File: src/rtl/msi_ring_pkg.sv
package msi_ring_pkg;

   localparam int IDX_W = 3;

   localparam logic [IDX_W-1:0] IDX_CTRL    = 3'd0;
   localparam logic [IDX_W-1:0] IDX_BASE_HI = 3'd3;
   localparam logic [IDX_W-1:0] IDX_BASE_LO = 3'd4;
   localparam logic [IDX_W-1:0] IDX_RD_OFF  = 3'd5;
   localparam logic [IDX_W-1:0] IDX_WR_OFF  = 3'd6;

   localparam int BIT_EN       = 0;
   localparam int BIT_FULL_DET = 1;
   localparam int BIT_IRQ_EN   = 3;
   localparam int BIT_STOP     = 4;
   localparam int BIT_SIZE_LO  = 8;

   localparam int SIZE_SEL_W = 2;
   localparam int NUM_SIZES  = 1 << SIZE_SEL_W;

   typedef struct packed {
      logic [SIZE_SEL_W-1:0] size_sel;
      logic                  stop_on_full;
      logic                  irq_en;
      logic                  full_det;
      logic                  enable;
   } ring_ctrl_t;

   typedef enum logic {WR_IDLE = 1'b0, WR_BUSY = 1'b1} wr_state_e;

   function automatic logic [31:0] ctrl_to_word(input ring_ctrl_t c);
      logic [31:0] w;
      w = '0;
      w[BIT_EN]       = c.enable;
      w[BIT_FULL_DET] = c.full_det;
      w[BIT_IRQ_EN]   = c.irq_en;
      w[BIT_STOP]     = c.stop_on_full;
      w[BIT_SIZE_LO +: SIZE_SEL_W] = c.size_sel;
      return w;
   endfunction

   function automatic ring_ctrl_t word_to_ctrl(input logic [31:0] w);
      ring_ctrl_t c;
      c.enable       = w[BIT_EN];
      c.full_det     = w[BIT_FULL_DET];
      c.irq_en       = w[BIT_IRQ_EN];
      c.stop_on_full = w[BIT_STOP];
      c.size_sel     = w[BIT_SIZE_LO +: SIZE_SEL_W];
      return c;
   endfunction

endpackage

File: src/rtl/msi_ring_regs.sv
module msi_ring_regs
   import msi_ring_pkg::*;
#(
   parameter int ADDR_W = 64,
   parameter int OFF_W  = 18
) (
   input  logic              clk,
   input  logic              rst_n,
   input  logic              reg_we,
   input  logic [IDX_W-1:0]  reg_idx,
   input  logic [31:0]       reg_wdata,
   input  logic [OFF_W-1:0]  off_mask,
   input  logic [OFF_W-1:0]  roff_eff,
   input  logic [OFF_W-1:0]  woff_eff,
   output ring_ctrl_t        ctrl,
   output logic [ADDR_W-1:0] base,
   output logic [OFF_W-1:0]  roff_q,
   output logic [31:0]       reg_rdata
);

   localparam int HI_W = ADDR_W - 32;

   logic [HI_W-1:0] base_hi_q;
   logic [31:0]     base_lo_q;
   ring_ctrl_t      ctrl_q;

   always_ff @(posedge clk) begin
      if (!rst_n) begin
         ctrl_q    <= '0;
         base_hi_q <= '0;
         base_lo_q <= '0;
         roff_q    <= '0;
      end else if (reg_we) begin
         unique case (reg_idx)
            IDX_CTRL:    ctrl_q    <= word_to_ctrl(reg_wdata);
            IDX_BASE_HI: base_hi_q <= reg_wdata[HI_W-1:0];
            IDX_BASE_LO: base_lo_q <= reg_wdata;
            IDX_RD_OFF:  roff_q    <= reg_wdata[OFF_W-1:0] & off_mask;
            default:     ;
         endcase
      end
   end

   assign ctrl = ctrl_q;
   assign base = {base_hi_q, base_lo_q};

   always_comb begin
      unique case (reg_idx)
         IDX_CTRL:    reg_rdata = ctrl_to_word(ctrl_q);
         IDX_BASE_HI: reg_rdata = 32'(base_hi_q);
         IDX_BASE_LO: reg_rdata = base_lo_q;
         IDX_RD_OFF:  reg_rdata = 32'(roff_eff);
         IDX_WR_OFF:  reg_rdata = 32'(woff_eff);
         default:     reg_rdata = '0;
      endcase
   end

endmodule

File: src/rtl/msi_ring_ptr.sv
module msi_ring_ptr
   import msi_ring_pkg::*;
#(
   parameter int OFF_W     = 18,
   parameter int MIN_SHIFT = 15,
   parameter int REC_BYTES = 16
) (
   input  logic                  clk,
   input  logic                  rst_n,
   input  logic [SIZE_SEL_W-1:0] size_sel,
   input  logic [OFF_W-1:0]      roff_raw,
   input  logic                  advance,
   output logic [OFF_W-1:0]      off_mask,
   output logic [OFF_W-1:0]      woff_eff,
   output logic [OFF_W-1:0]      roff_eff,
   output logic                  full,
   output logic                  nonempty
);

   localparam logic [OFF_W-1:0] REC_STEP  = OFF_W'(REC_BYTES);
   localparam logic [OFF_W-1:0] ALIGN_CLR = ~OFF_W'(REC_BYTES - 1);

   logic [OFF_W-1:0] mask_tbl [NUM_SIZES];
   logic [OFF_W-1:0] woff_q;
   logic [OFF_W-1:0] woff_next;

   for (genvar s = 0; s < NUM_SIZES; s++) begin : g_mask
      localparam logic [63:0] SPAN = (64'd1 << (MIN_SHIFT + s)) - 64'd1;
      assign mask_tbl[s] = OFF_W'(SPAN) & ALIGN_CLR;
   end

   assign off_mask  = mask_tbl[size_sel];
   assign woff_eff  = woff_q & off_mask;
   assign roff_eff  = roff_raw & off_mask;
   assign woff_next = (woff_eff + REC_STEP) & off_mask;
   assign full      = (woff_next == roff_eff);
   assign nonempty  = (woff_eff != roff_eff);

   always_ff @(posedge clk) begin
      if (!rst_n)       woff_q <= '0;
      else if (advance) woff_q <= woff_next;
   end

endmodule

File: src/rtl/msi_ring_wr.sv
module msi_ring_wr
   import msi_ring_pkg::*;
#(
   parameter int ADDR_W        = 64,
   parameter int DATA_W        = 32,
   parameter int OFF_W         = 18,
   parameter int REC_BYTES     = 16,
   parameter bit LITTLE_ENDIAN = 1'b1
) (
   input  logic                   clk,
   input  logic                   rst_n,
   input  logic                   enable,
   input  logic                   stall,
   input  logic                   msg_valid,
   input  logic [DATA_W-1:0]      msg_data,
   output logic                   msg_ready,
   input  logic [ADDR_W-1:0]      base,
   input  logic [OFF_W-1:0]       woff_eff,
   output logic                   mem_req,
   output logic [ADDR_W-1:0]      mem_addr,
   output logic [REC_BYTES*8-1:0] mem_wdata,
   input  logic                   mem_ack,
   output logic                   advance,
   output logic                   busy
);

   localparam int WORD_BYTES = DATA_W / 8;

   wr_state_e         state_q;
   logic [ADDR_W-1:0] addr_q;
   logic [DATA_W-1:0] data_q;
   logic              take;

   assign msg_ready = (state_q == WR_IDLE) && !stall;
   assign take      = msg_valid && msg_ready && enable;
   assign busy      = (state_q == WR_BUSY);
   assign mem_req   = busy;
   assign advance   = busy && mem_ack;
   assign mem_addr  = addr_q;

   always_ff @(posedge clk) begin
      if (!rst_n) begin
         state_q <= WR_IDLE;
         addr_q  <= '0;
         data_q  <= '0;
      end else begin
         unique case (state_q)
            WR_IDLE: if (take) begin
               state_q <= WR_BUSY;
               addr_q  <= base + ADDR_W'(woff_eff);
               data_q  <= msg_data;
            end
            WR_BUSY: if (mem_ack) state_q <= WR_IDLE;
            default: state_q <= WR_IDLE;
         endcase
      end
   end

   for (genvar b = 0; b < REC_BYTES; b++) begin : g_lane
      if (b < WORD_BYTES) begin : g_word
         if (LITTLE_ENDIAN) begin : g_le
            assign mem_wdata[b*8 +: 8] = data_q[b*8 +: 8];
         end else begin : g_be
            assign mem_wdata[b*8 +: 8] = data_q[(WORD_BYTES-1-b)*8 +: 8];
         end
      end else begin : g_pad
         assign mem_wdata[b*8 +: 8] = 8'h00;
      end
   end

endmodule

File: src/rtl/msi_ring_ctrl.sv
module msi_ring_ctrl
   import msi_ring_pkg::*;
#(
   parameter int ADDR_W        = 64,
   parameter int DATA_W        = 32,
   parameter int REC_BYTES     = 16,
   parameter int MIN_SHIFT     = 15,
   parameter bit LITTLE_ENDIAN = 1'b1
) (
   input  logic                   clk,
   input  logic                   rst_n,
   input  logic                   reg_we,
   input  logic [IDX_W-1:0]       reg_idx,
   input  logic [31:0]            reg_wdata,
   output logic [31:0]            reg_rdata,
   input  logic                   msg_valid,
   output logic                   msg_ready,
   input  logic [DATA_W-1:0]      msg_data,
   output logic                   mem_req,
   output logic [ADDR_W-1:0]      mem_addr,
   output logic [REC_BYTES*8-1:0] mem_wdata,
   input  logic                   mem_ack,
   output logic                   irq_out
);

   localparam int OFF_W = MIN_SHIFT + NUM_SIZES - 1;

   if (ADDR_W < 33 || ADDR_W > 64) begin : g_bad_addr
      $error("ADDR_W must lie in 33..64");
   end
   if (DATA_W != 32) begin : g_bad_data
      $error("DATA_W must be 32");
   end
   if (REC_BYTES < DATA_W / 8 || (REC_BYTES & (REC_BYTES - 1)) != 0) begin : g_bad_rec
      $error("REC_BYTES must be a power of two holding the data word");
   end
   if (OFF_W > 32 || (1 << MIN_SHIFT) <= 2 * REC_BYTES) begin : g_bad_shift
      $error("MIN_SHIFT out of range");
   end

   ring_ctrl_t        ctrl_s;
   logic [ADDR_W-1:0] base_s;
   logic [OFF_W-1:0]  roff_q;
   logic [OFF_W-1:0]  off_mask;
   logic [OFF_W-1:0]  woff_eff;
   logic [OFF_W-1:0]  roff_eff;
   logic              full_s;
   logic              nonempty_s;
   logic              advance_s;
   logic              busy_s;
   logic              stall_s;

   msi_ring_regs #(.ADDR_W(ADDR_W), .OFF_W(OFF_W)) u_regs (
      .clk       (clk),
      .rst_n     (rst_n),
      .reg_we    (reg_we),
      .reg_idx   (reg_idx),
      .reg_wdata (reg_wdata),
      .off_mask  (off_mask),
      .roff_eff  (roff_eff),
      .woff_eff  (woff_eff),
      .ctrl      (ctrl_s),
      .base      (base_s),
      .roff_q    (roff_q),
      .reg_rdata (reg_rdata)
   );

   msi_ring_ptr #(.OFF_W(OFF_W), .MIN_SHIFT(MIN_SHIFT), .REC_BYTES(REC_BYTES)) u_ptr (
      .clk      (clk),
      .rst_n    (rst_n),
      .size_sel (ctrl_s.size_sel),
      .roff_raw (roff_q),
      .advance  (advance_s),
      .off_mask (off_mask),
      .woff_eff (woff_eff),
      .roff_eff (roff_eff),
      .full     (full_s),
      .nonempty (nonempty_s)
   );

   assign stall_s = ctrl_s.enable && ctrl_s.full_det && ctrl_s.stop_on_full && full_s;

   msi_ring_wr #(
      .ADDR_W(ADDR_W), .DATA_W(DATA_W), .OFF_W(OFF_W),
      .REC_BYTES(REC_BYTES), .LITTLE_ENDIAN(LITTLE_ENDIAN)
   ) u_wr (
      .clk       (clk),
      .rst_n     (rst_n),
      .enable    (ctrl_s.enable),
      .stall     (stall_s),
      .msg_valid (msg_valid),
      .msg_data  (msg_data),
      .msg_ready (msg_ready),
      .base      (base_s),
      .woff_eff  (woff_eff),
      .mem_req   (mem_req),
      .mem_addr  (mem_addr),
      .mem_wdata (mem_wdata),
      .mem_ack   (mem_ack),
      .advance   (advance_s),
      .busy      (busy_s)
   );

   assign irq_out = ctrl_s.irq_en && nonempty_s;

endmodule

File: config.mk
export PLATFORM = sky130hd
export DESIGN_NAME = msi_ring_ctrl
export DESIGN_NICKNAME = d
export VERILOG_FILES = /design/src/rtl/msi_ring_pkg.sv /design/src/rtl/msi_ring_regs.sv /design/src/rtl/msi_ring_ptr.sv /design/src/rtl/msi_ring_wr.sv /design/src/rtl/msi_ring_ctrl.sv
export SDC_FILE = /design/constraint.sdc
export NUM_CORES = 1
export LEC_CHECK = 0
export BUFFER_PORTS_ARGS = -buffer_cell sky130_fd_sc_hd__buf_2
export CAP_MARGIN = 40
export CORE_MARGIN = 2
export CORE_UTILIZATION = 30
export CTS_BUF_LIST = sky130_fd_sc_hd__clkbuf_4
export DETAILED_ROUTE_END_ITERATION = 12
export PLACE_DENSITY = 0.6
export SLEW_MARGIN = 5
export SYNTH_ARGS = -nofsm -noshare
export SYNTH_HDL_FRONTEND = slang
export SYNTH_SLANG_ARGS = --single-unit
export TNS_END_PERCENT = 100
File: constraint.sdc
create_clock -name clk -period 5.7 [get_ports clk]
set_input_delay 1.14 -clock clk [delete_from_list [all_inputs] [get_ports clk]]
set_output_delay 1.14 -clock clk [all_outputs]
set_load 0.1 [all_outputs]
# [Yosys cells after proc, flatten, opt, wreduce, memory -nomap -nowiden]
# Cells that the tools add are included.
[word_totals] ff_bits=203 latchBits=0 ramBits=0 mem_bits_ro=0 in_bits=72 output_inout_bits=227 wordCells=49 n_memories=0
[op_classes] add_sub_neg=2 mul=0 div=0 order_cmp=1 eq_ne=6 shift=0 n_mux=7 bitwise=6 n_reduce_logical=15
[op_table] op="one-hot mux 32 bit (5 select lines)" n=1
[op_table] op="bitwise AND 18 bit" n=4
[op_table] op="adder 64 x 18 -> 64 bit" n=1
[op_table] op="binary-select mux 18 bit (select 2 bit)" n=1
[op_table] op="two-way mux 18 bit" n=2
[op_table] op="adder 18 x 5 -> 18 bit, second input constant" n=1
[op_table] op="equality test 18 bit" n=1
[op_table] op="!= test 18 bit" n=1
[op_table] op="AND reduction 2 bit" n=5
[op_table] op="equality test 3 bit, second input constant" n=3
[op_table] op="logical AND 1 bit" n=8
[op_table] op="equality test 3 x 2 -> 1 bit, second input constant" n=1
[op_table] op="greater-or-equal comparator 3 bit, second input constant" n=1
[op_table] op="zero test 3 bit" n=1
[op_table] op="inverter 2 -> 3 bit" n=1
[op_table] op="two-way mux 1 bit" n=2
[op_table] op="one-hot mux 1 bit (2 select lines)" n=1
[op_table] op="zero test 1 bit" n=1
[op_table] op="inverter 1 bit" n=1

# [Longest topological paths before layout]
# Gate-level depths: netlist (run 1).
[depth] ltp_word=15 depth_mapped=13 ltp_nobuf=10

# [By module]
# A second synthesis (run 1) with hierarchy kept.
[hier_totals] cells_unflattened=1477 hier_area_um2=11800.1
[by_module_without_submodules] mod="msi_ring_wr" n_inst=1 cells_each=784 area_each_um2=6154.7 seq_area_each_um2=1941.9
[by_module_without_submodules] mod="msi_ring_regs" n_inst=1 cells_each=486 area_each_um2=4026.4 seq_area_each_um2=1761.7
[by_module_without_submodules] mod="msi_ring_ptr" n_inst=1 cells_each=205 area_each_um2=1604.0 seq_area_each_um2=280.3
[by_module_without_submodules] mod="msi_ring_ctrl" n_inst=1 cells_each=2 area_each_um2=15.0 seq_area_each_um2=0.0

# [Least setup slack after synthesis (run 1)]
# Ideal clock, no wire load.
[synth_timing] kind="input to output" start="input reg_idx[1]" end="output reg_rdata[17]" t_arrival_ns=3.864 required_time_ns=4.560 setup_slack_ns=0.696 cell_stages=4 path_buffers=1 cell_sequence="nor2b_1 clkbuf_1 a22oi_1 o21ai_0"
[synth_via] elab_chain_len=2 elab_cells_between_ends=6 cone_classes="eq/ne (4); mux (1); reduce/logical (1)"
[synth_lines] element="from (decl)" line="msi_ring_ctrl.sv:13" rtl="input logic [IDX_W-1:0] reg_idx,"
[synth_lines] element="equality test 3 bit (tied with other cells)" line="msi_ring_regs.sv:48" rtl="unique case (reg_idx)"
[synth_lines] element="one-hot mux 32 bit (5 select lines) (*)" line="msi_ring_regs.sv:48"
[synth_lines] element="to (decl)" line="msi_ring_ctrl.sv:15" rtl="output logic [31:0] reg_rdata,"
# Every way passes the cells marked *; elsewhere a longest branch is shown, timed or not.

# [Worst setup path after layout (run 1)]
[layout_timing] start="register u_ptr.woff_q[5]" end="output msg_ready"
[layout_via] elab_chain_len=7
[layout_lines] element="from (decl)" line="msi_ring_ptr.sv:24" rtl="logic [OFF_W-1:0] woff_q;"
[layout_lines] element="from (signal assigned)" line="msi_ring_ptr.sv:41" rtl="else if (advance) woff_q <= woff_next;"
[layout_lines] element="bitwise AND 18 bit" line="msi_ring_ptr.sv:33" rtl="assign woff_eff = woff_q & off_mask;"
[layout_lines] element="adder 18 x 5 -> 18 bit" line="msi_ring_ptr.sv:35" rtl="assign woff_next = (woff_eff + REC_STEP) & off_mask;"
[layout_lines] element="bitwise AND 18 bit" line="msi_ring_ptr.sv:35"
[layout_lines] element="equality test 18 bit" line="msi_ring_ptr.sv:36" rtl="assign full = (woff_next == roff_eff);"
[layout_lines] element="logical AND 1 bit" line="msi_ring_ctrl.sv:81" rtl="assign stall_s = ctrl_s.enable && ctrl_s.full_det && ctrl_s.stop_on_full && full_s;"
[layout_lines] element="zero test 1 bit" line="msi_ring_wr.sv:34" rtl="assign msg_ready = (state_q == WR_IDLE) && !stall;"
[layout_lines] element="logical AND 1 bit" line="msi_ring_wr.sv:34"
[layout_lines] element="to (decl)" line="msi_ring_ctrl.sv:17" rtl="output logic msg_ready,"
# No other way between the ends.

==> results of run 1 <==
per-stage QoR:
step	cells	setup WS (ns)	hold WS, ns
global placement	2035	1.18	0.450
floorplan	1516	0.696	0.449
CTS	2071	0.905	0.480
detailed placement	2039	1.11	0.459
global route	2073	0.737	0.502
finish	2073	0.918	0.475
worst max-delay path: cells and delay by family, from the launching register on:
family	cells	cell delay [ns]
compound gates	2	0.75
xor+xnor	1	0.14
simple gates	2	0.73
flops	1	0.60
buf+inv	2	0.45
fa+ha+maj	1	0.35
cell usage in the layout, fill, tap and decap left out, types with 7 or more instances in the layout:
cell type  netlist  layout
nand2_1        217     217
buf_2           11     203
dfxtp_1        195     195
a21oi_1        186     186
conb_1           1      96
o21ai_0         83      83
nand3_1         62      62
xnor2_1         44      44
nor2_1          42      42
xor2_1          34      34
nor3_1          29      29
a22o_1          27      27
a211oi_2        27      27
nand4_1         26      26
a211oi_1        20      20
nand3_2         20      20
a21oi_2         20      20
clkbuf_4         0      20
buf_4          106      18
mux2i_1         17      17
inv_1           16      15
ha_1            15      15
and3_1          14      14
nor4_1          12      12
a22oi_1         10      10
and2_1           9       8
a21o_1           7       7
worst max path at each step:
stage	depth (start not counted)	to	from
global route	8	msg_ready	u_ptr.woff_q[5]$_SDFFE_PN0P_
global placement	6	reg_rdata[29]	reg_idx[0]
floorplan	4	reg_rdata[17]	reg_idx[1]
CTS	8	msg_ready	u_ptr.woff_q[5]$_SDFFE_PN0P_
finish	8	msg_ready	u_ptr.woff_q[5]$_SDFFE_PN0P_
detailed placement	6	reg_rdata[30]	reg_idx[0]
cell type report:
type | instances | area [um2] | area share, %
Tap cell | 511 | 639 | 5.10
Antenna cell | 2 | 5.00 | 0.0399
Sequential cell | 195 | 3900 | 31.1
Timing Repair Buffer | 223 | 1200 | 9.55
Clock inverter | 12 | 145 | 1.16
Inverter | 17 | 73.8 | 0.588
Clock buffer | 20 | 150 | 1.20
Multi-Input combinational cell | 1093 | 6430 | 51.3
power groups by stage:
stage / combinational [mW] / clock (mW) / sequential, mW
floorplan: 0.452 / 0 / 1.47
global placement: 0.522 / 0 / 1.44
detailed placement: 0.527 / 0 / 1.44
CTS: 0.528 / 0.835 / 1.41
global route: 0.549 / 0.883 / 1.41
finish: 0.531 / 0.813 / 1.41
flip-flops by register name, indices dropped and copies added, names as in the netlist:
signal and flops:
u_regs.ctrl 6, u_regs.base_hi_q 32, u_regs.roff_q 14, u_wr.busy 1
u_ptr.woff_q 14, u_wr.mem_addr 64, u_regs.base_lo_q 32, u_wr.data_q 32
metal layers:
| layer | vias up | global-route usage [%] | wire [um] |
|---|---|---|---|
| li1 | 5062 | - | - |
| met1 | 5146 | 26.4 | 17700 |
| met2 | 367 | 31.3 | 18600 |
| met3 | 44 | 3.07 | 2390 |
| met4 | 0 | 6.27 | 875 |
| met5 | - | 0 | 0 |
cell families (layout without fill, tap and decap cells):
kind of cell	Yosys count	in the layout	share of synthesized area (%)
adders and majority gates	16	16	1.83
xor gates and xnor gates	78	78	6.03
DFF	195	195	34.5
and+or+nand+nor	471	471	20.6
other	1	98	0.0331
muxes	17	17	1.50
AOI/OAI and AO/OA	415	415	23.6
buffers and inverters	228	272	11.9
==> qor.yml, run 1 <==
clock_tree:
  cts.sinks: 195
  cts_buffers: 17
  clock_latency_ns: 0.64
  hold_buffers: 0
  htree_num_levels: 4
  cts_max_path_buffers: 2
  cts.clk_slew.worst_paths_ns: 0.16
  cts_tree: "built"
  cts_setup_buffers: 0
  post_cts_resized: 0
  clock-root-buffer: "clkbuf_4"
synth:
  async_flop_share_pct: 0
  syn_area_um2: 11300
  synth_top_cells_by_area: "dfxtp_1 (34%), a21oi_1 (8.2%), nand2_1 (7.2%)"
  synth_top_area_share_pct: 34.5
  synth_edf_count: 0
  synth.avg_cell_area_um2: 7.97
  yosysSeqAreaShare_pct: 34.5
  synth.distinct_cells: 73
  ys.flop_type: "dfxtp_1"
  synthCells: 1421
  ys_warn_count: 0
  synth_most_common_cell: "nand2_1"
  synth_largest_area_cell: "dfxtp_1"
  ys_seq_elements: 195
  synthTopCellsByCount: "nand2_1 (217), dfxtp_1 (195), a21oi_1 (186)"
timing:
  min_period_over_period_pct: 83.9
  slew_violations: 0
  tns_ns: 0
  hold_viol_final: 0
  fmaxAchievable_ghz: 0.209
  period_needed_ns: 4.78
  setup-violations-final: 0
  rsz0062_at_grt: "no"
  relSlewSlack_pct: 39.6
  worstMarginPinSlew_ns: 0.897
  fin_skew_ns: 0.0495
min_path:
  whs_endpoint: "u_wr.mem_addr[22]$_SDFFE_PN0P_"
  hold-path-cell-count: 2
  hp-start: "u_wr.mem_addr[22]$_SDFFE_PN0P_"
  min_path_type: "reg -> reg"
global_routing:
  overflow: 0
  grt_pass1_wl_um: 58300
  grt_util_all_layers_pct: 19.4
  grt_max_degree: 85
  grt_antenna_before_repair: 2
  grt_pass1_vias: 9541
routing:
  ant_nets: 0
  wire_per_inst_um: 19.1
  drt_iter0_drc: 889
  drcViolationCount: 0
  dr.pass1.iters: 9
  via_per_inst: 5.12
  num_vias: 10600
  totalWireLength_um: 39500
critical_path:
  start_kind: "flip-flop"
  crit_path_end_kind: "output port"
  reg2reg_setup_slack_ns: 1.85
  crit_slowest_cell: "dfxtp_1"
  crit_chain: "ha_1 -> nand3_4 -> or4_4 -> xnor2_1 -> a221oi_1 -> a41o_1 -> inv_6 -> buf_2"
  arrival_ns: 3.64
  critical_path.max_fanout: 11
  slowest_delay_ns: 0.60
  worstSetupPathType: "reg -> out"
  rr_endpoint: "u_wr.mem_addr[49]$_SDFFE_PN0P_"
  required_ns: 4.56
  ff2ff_path_depth: 11
  r2r-start: "u_ptr.woff_q[5]$_SDFFE_PN0P_"
cells_and_area:
  final_cell_area_um2: 12500
  layout-drive-gt1-share_pct: 21.7
  syn2layout_area_growth_pct: 10.8
  nFillCells: 4033
  final_util_pct: 33.6
  nets: 1635
power_and_ir_drop:
  power_leakage_nw: 4.67
  pwr-share-comb_pct: 19.3
  power_density_nw_per_um2: 219
  power_mw: 2.75
  power_frac_seq_pct: 51.2
  sw_frac_of_total_pct: 37.0
  p_int_mw: 1.73
  ir_drop_v: 0.0000965
  power.share.clock_pct: 29.5
  p_sw_mw: 1.02
flow_run:
  drv_cap: 0
floorplanning:
  core_area_um2: 37400
  pin_count: 299
  die-area_um2: 39300
  dieHeight_um: 198
  initial_core_util_pct: 30.3
  row_count: 71
  die_w_um: 198
placed_design:
  placed_area_um2: 12200
  gp_congestion: 0.902
  dp_hpwl_um: 29100
  io_buffers: 202
outcome:
  status: "finished clean"
(Power assumes the default switching activity.)
==> run 2, diff against run 1 <==
clock period = 4.79 ns   (was 5.7 ns; I/O delays follow)
==> qor.yml, run 2 (same netlist as run 1, synthesis figures left out) <==
outcome:
  status: "finished clean"
timing:
  min_period_over_period_pct: 93.1
  tns_ns: 0
  rsz0062_at_grt: "no"
  period_needed_ns: 4.46
  fmaxAchievable_ghz: 0.224
  worstMarginPinSlew_ns: 0.801
  fin_skew_ns: 0.0356
  relSlewSlack_pct: 46.1
  hold_viol_final: 0
  setup-violations-final: 0
  slew_violations: 0
clock_tree:
  cts.sinks: 195
  cts_buffers: 17
  post_cts_resized: 0
  hold_buffers: 0
  clock_latency_ns: 0.64
  htree_num_levels: 4
  cts.clk_slew.worst_paths_ns: 0.17
  cts_tree: "built"
  cts_max_path_buffers: 2
  clock-root-buffer: "clkbuf_4"
  cts_setup_buffers: 0
critical_path:
  arrival_ns: 3.50
  crit_chain: "ha_1 -> nand3_4 -> or4_4 -> xnor2_1 -> a221oi_1 -> a41o_1 -> inv_6 -> buf_2"
  slowest_delay_ns: 0.59
  crit_path_end_kind: "output port"
  start_kind: "flip-flop"
  reg2reg_setup_slack_ns: 0.99
  worstSetupPathType: "reg -> out"
  cp_top_family: "simple AND/OR/NAND/NOR gates"
  cp.depth: 8
  path_buf_inv: 2
  cp-endpoint: "msg_ready"
  crit_slowest_cell: "dfxtp_1"
  rr_endpoint: "u_wr.mem_addr[45]$_SDFFE_PN0P_"
  critical_path.max_fanout: 9
  ff2ff_path_depth: 10
  r2r-start: "u_ptr.woff_q[5]$_SDFFE_PN0P_"
  required_ns: 3.83
  startpoint: "u_ptr.woff_q[5]$_SDFFE_PN0P_"
floorplanning:
  die-area_um2: 39300
  initial_core_util_pct: 30.3
  pin_count: 299
  row_count: 71
  dieHeight_um: 198
  die_w_um: 198
  core_area_um2: 37400
routing:
  wire_per_inst_um: 19.2
  drcViolationCount: 0
  drt_iter0_drc: 995
  via_per_inst: 5.13
  totalWireLength_um: 39800
  num_vias: 10600
  ant_nets: 0
  dr.pass1.iters: 6
min_path:
  hold-path-cell-count: 2
  min_path_type: "reg -> reg"
cells_and_area:
  final_util_pct: 33.8
  nets: 1640
  final_cell_mix: "nand2_1 (217), buf_2 (202), dfxtp_1 (195), a21oi_1 (186), conb_1 (96)"
  register_area_um2: 3900
  largest_reg_flops: 64
  syn2layout_area_growth_pct: 11.6
  final_cell_area_um2: 12600
  final_common_cell: "nand2_1"
  multi_input_area_um2: 6430
  layout-drive-gt1-share_pct: 21.9
  nFillCells: 4014
global_routing:
  grt_util_all_layers_pct: 19.5
  grt_antenna_before_repair: 2
  overflow: 0
  grt_pass1_vias: 9629
  grt_max_degree: 71
  grt_pass1_wl_um: 58500
power_and_ir_drop:
  power_density_nw_per_um2: 261
  power_leakage_nw: 4.71
  ir_drop_v: 0.000125
  power_mw: 3.30
placed_design:
  io_buffers: 202
  dp_hpwl_um: 29400
  placed_area_um2: 12300
  gp_congestion: 0.932
flow_run:
  drv_cap: 0
## run 2: cell count changes in the layout (fill, tap and decap cells not counted)
cell,previous run,this run
inv_8,1,5
buf_4,18,22
buf_12,1,3
inv_6,6,3
clkinv_8,0,2
clkbuf_4,20,17
buf_2,203,202
diode_2,2,1
## run 2: stage by stage
step	setup WS, ns	cells	hold slack, ns
floorplan	0.150	1516	0.449
global placement	0.847	2041	0.458
detailed placement	0.803	2044	0.463
CTS	0.299	2076	0.470
global route	0.0912	2077	0.472
finish	0.329	2077	0.481
## run 2: power by group
| part | leakage, nW | total (mW) | switching (mW) | internal, mW |
|---|---|---|---|---|
| clock | 0.171 | 0.993 | 0.655 | 0.338 |
| sequential | 1.57 | 1.67 | 0.0282 | 1.65 |
| combinational | 2.97 | 0.638 | 0.559 | 0.0793 |
## run 2: routing by layer
metal,share of wire (%),GRT usage (%),vias to the layer above
met5,0.033,0,-
met4,2.3,6.29,2
met3,6.6,4.05,62
met2,47,31.2,368
met1,44,26.2,5155
li1,-,-,5060
## run 2: layout make-up
class,instances,share of cell area [%]
multi-input combinational,1093,50.9
sequential,195,30.9
timing repair buffer,228,10.0
tap,511,5.06
clock inverter,15,1.55
clock buffer,17,1.01
inverter,17,0.584
antenna,1,0.0198
## run 2: worst min path at each step
| stage | start | endpoint | slack, ns |
|---|---|---|---|
| 6_report | u_wr.mem_addr[8]$_SDFFE_PN0P_ | u_wr.mem_addr[8]$_SDFFE_PN0P_ | 0.48 |
| 4_1_cts | msg_data[17] | u_wr.data_q[17]$_SDFFE_PN0P_ | 0.47 |
| 2_1_floorplan | u_regs.base_lo_q[2]$_SDFFE_PN0P_ | u_regs.base_lo_q[2]$_SDFFE_PN0P_ | 0.45 |
| 3_5_place_dp | u_wr.mem_addr[8]$_SDFFE_PN0P_ | u_wr.mem_addr[8]$_SDFFE_PN0P_ | 0.46 |
| 3_3_place_gp | u_wr.data_q[9]$_SDFFE_PN0P_ | u_wr.data_q[9]$_SDFFE_PN0P_ | 0.46 |
| 5_1_grt | reg_wdata[22] | u_regs.base_hi_q[22]$_SDFFE_PN0P_ | 0.47 |
## run 2: tightest hold or removal path: stages, from the launching register on
cell,delay (ns)
dfxtp_1,0.34
o21ai_0,0.06
a21oi_1,0.06
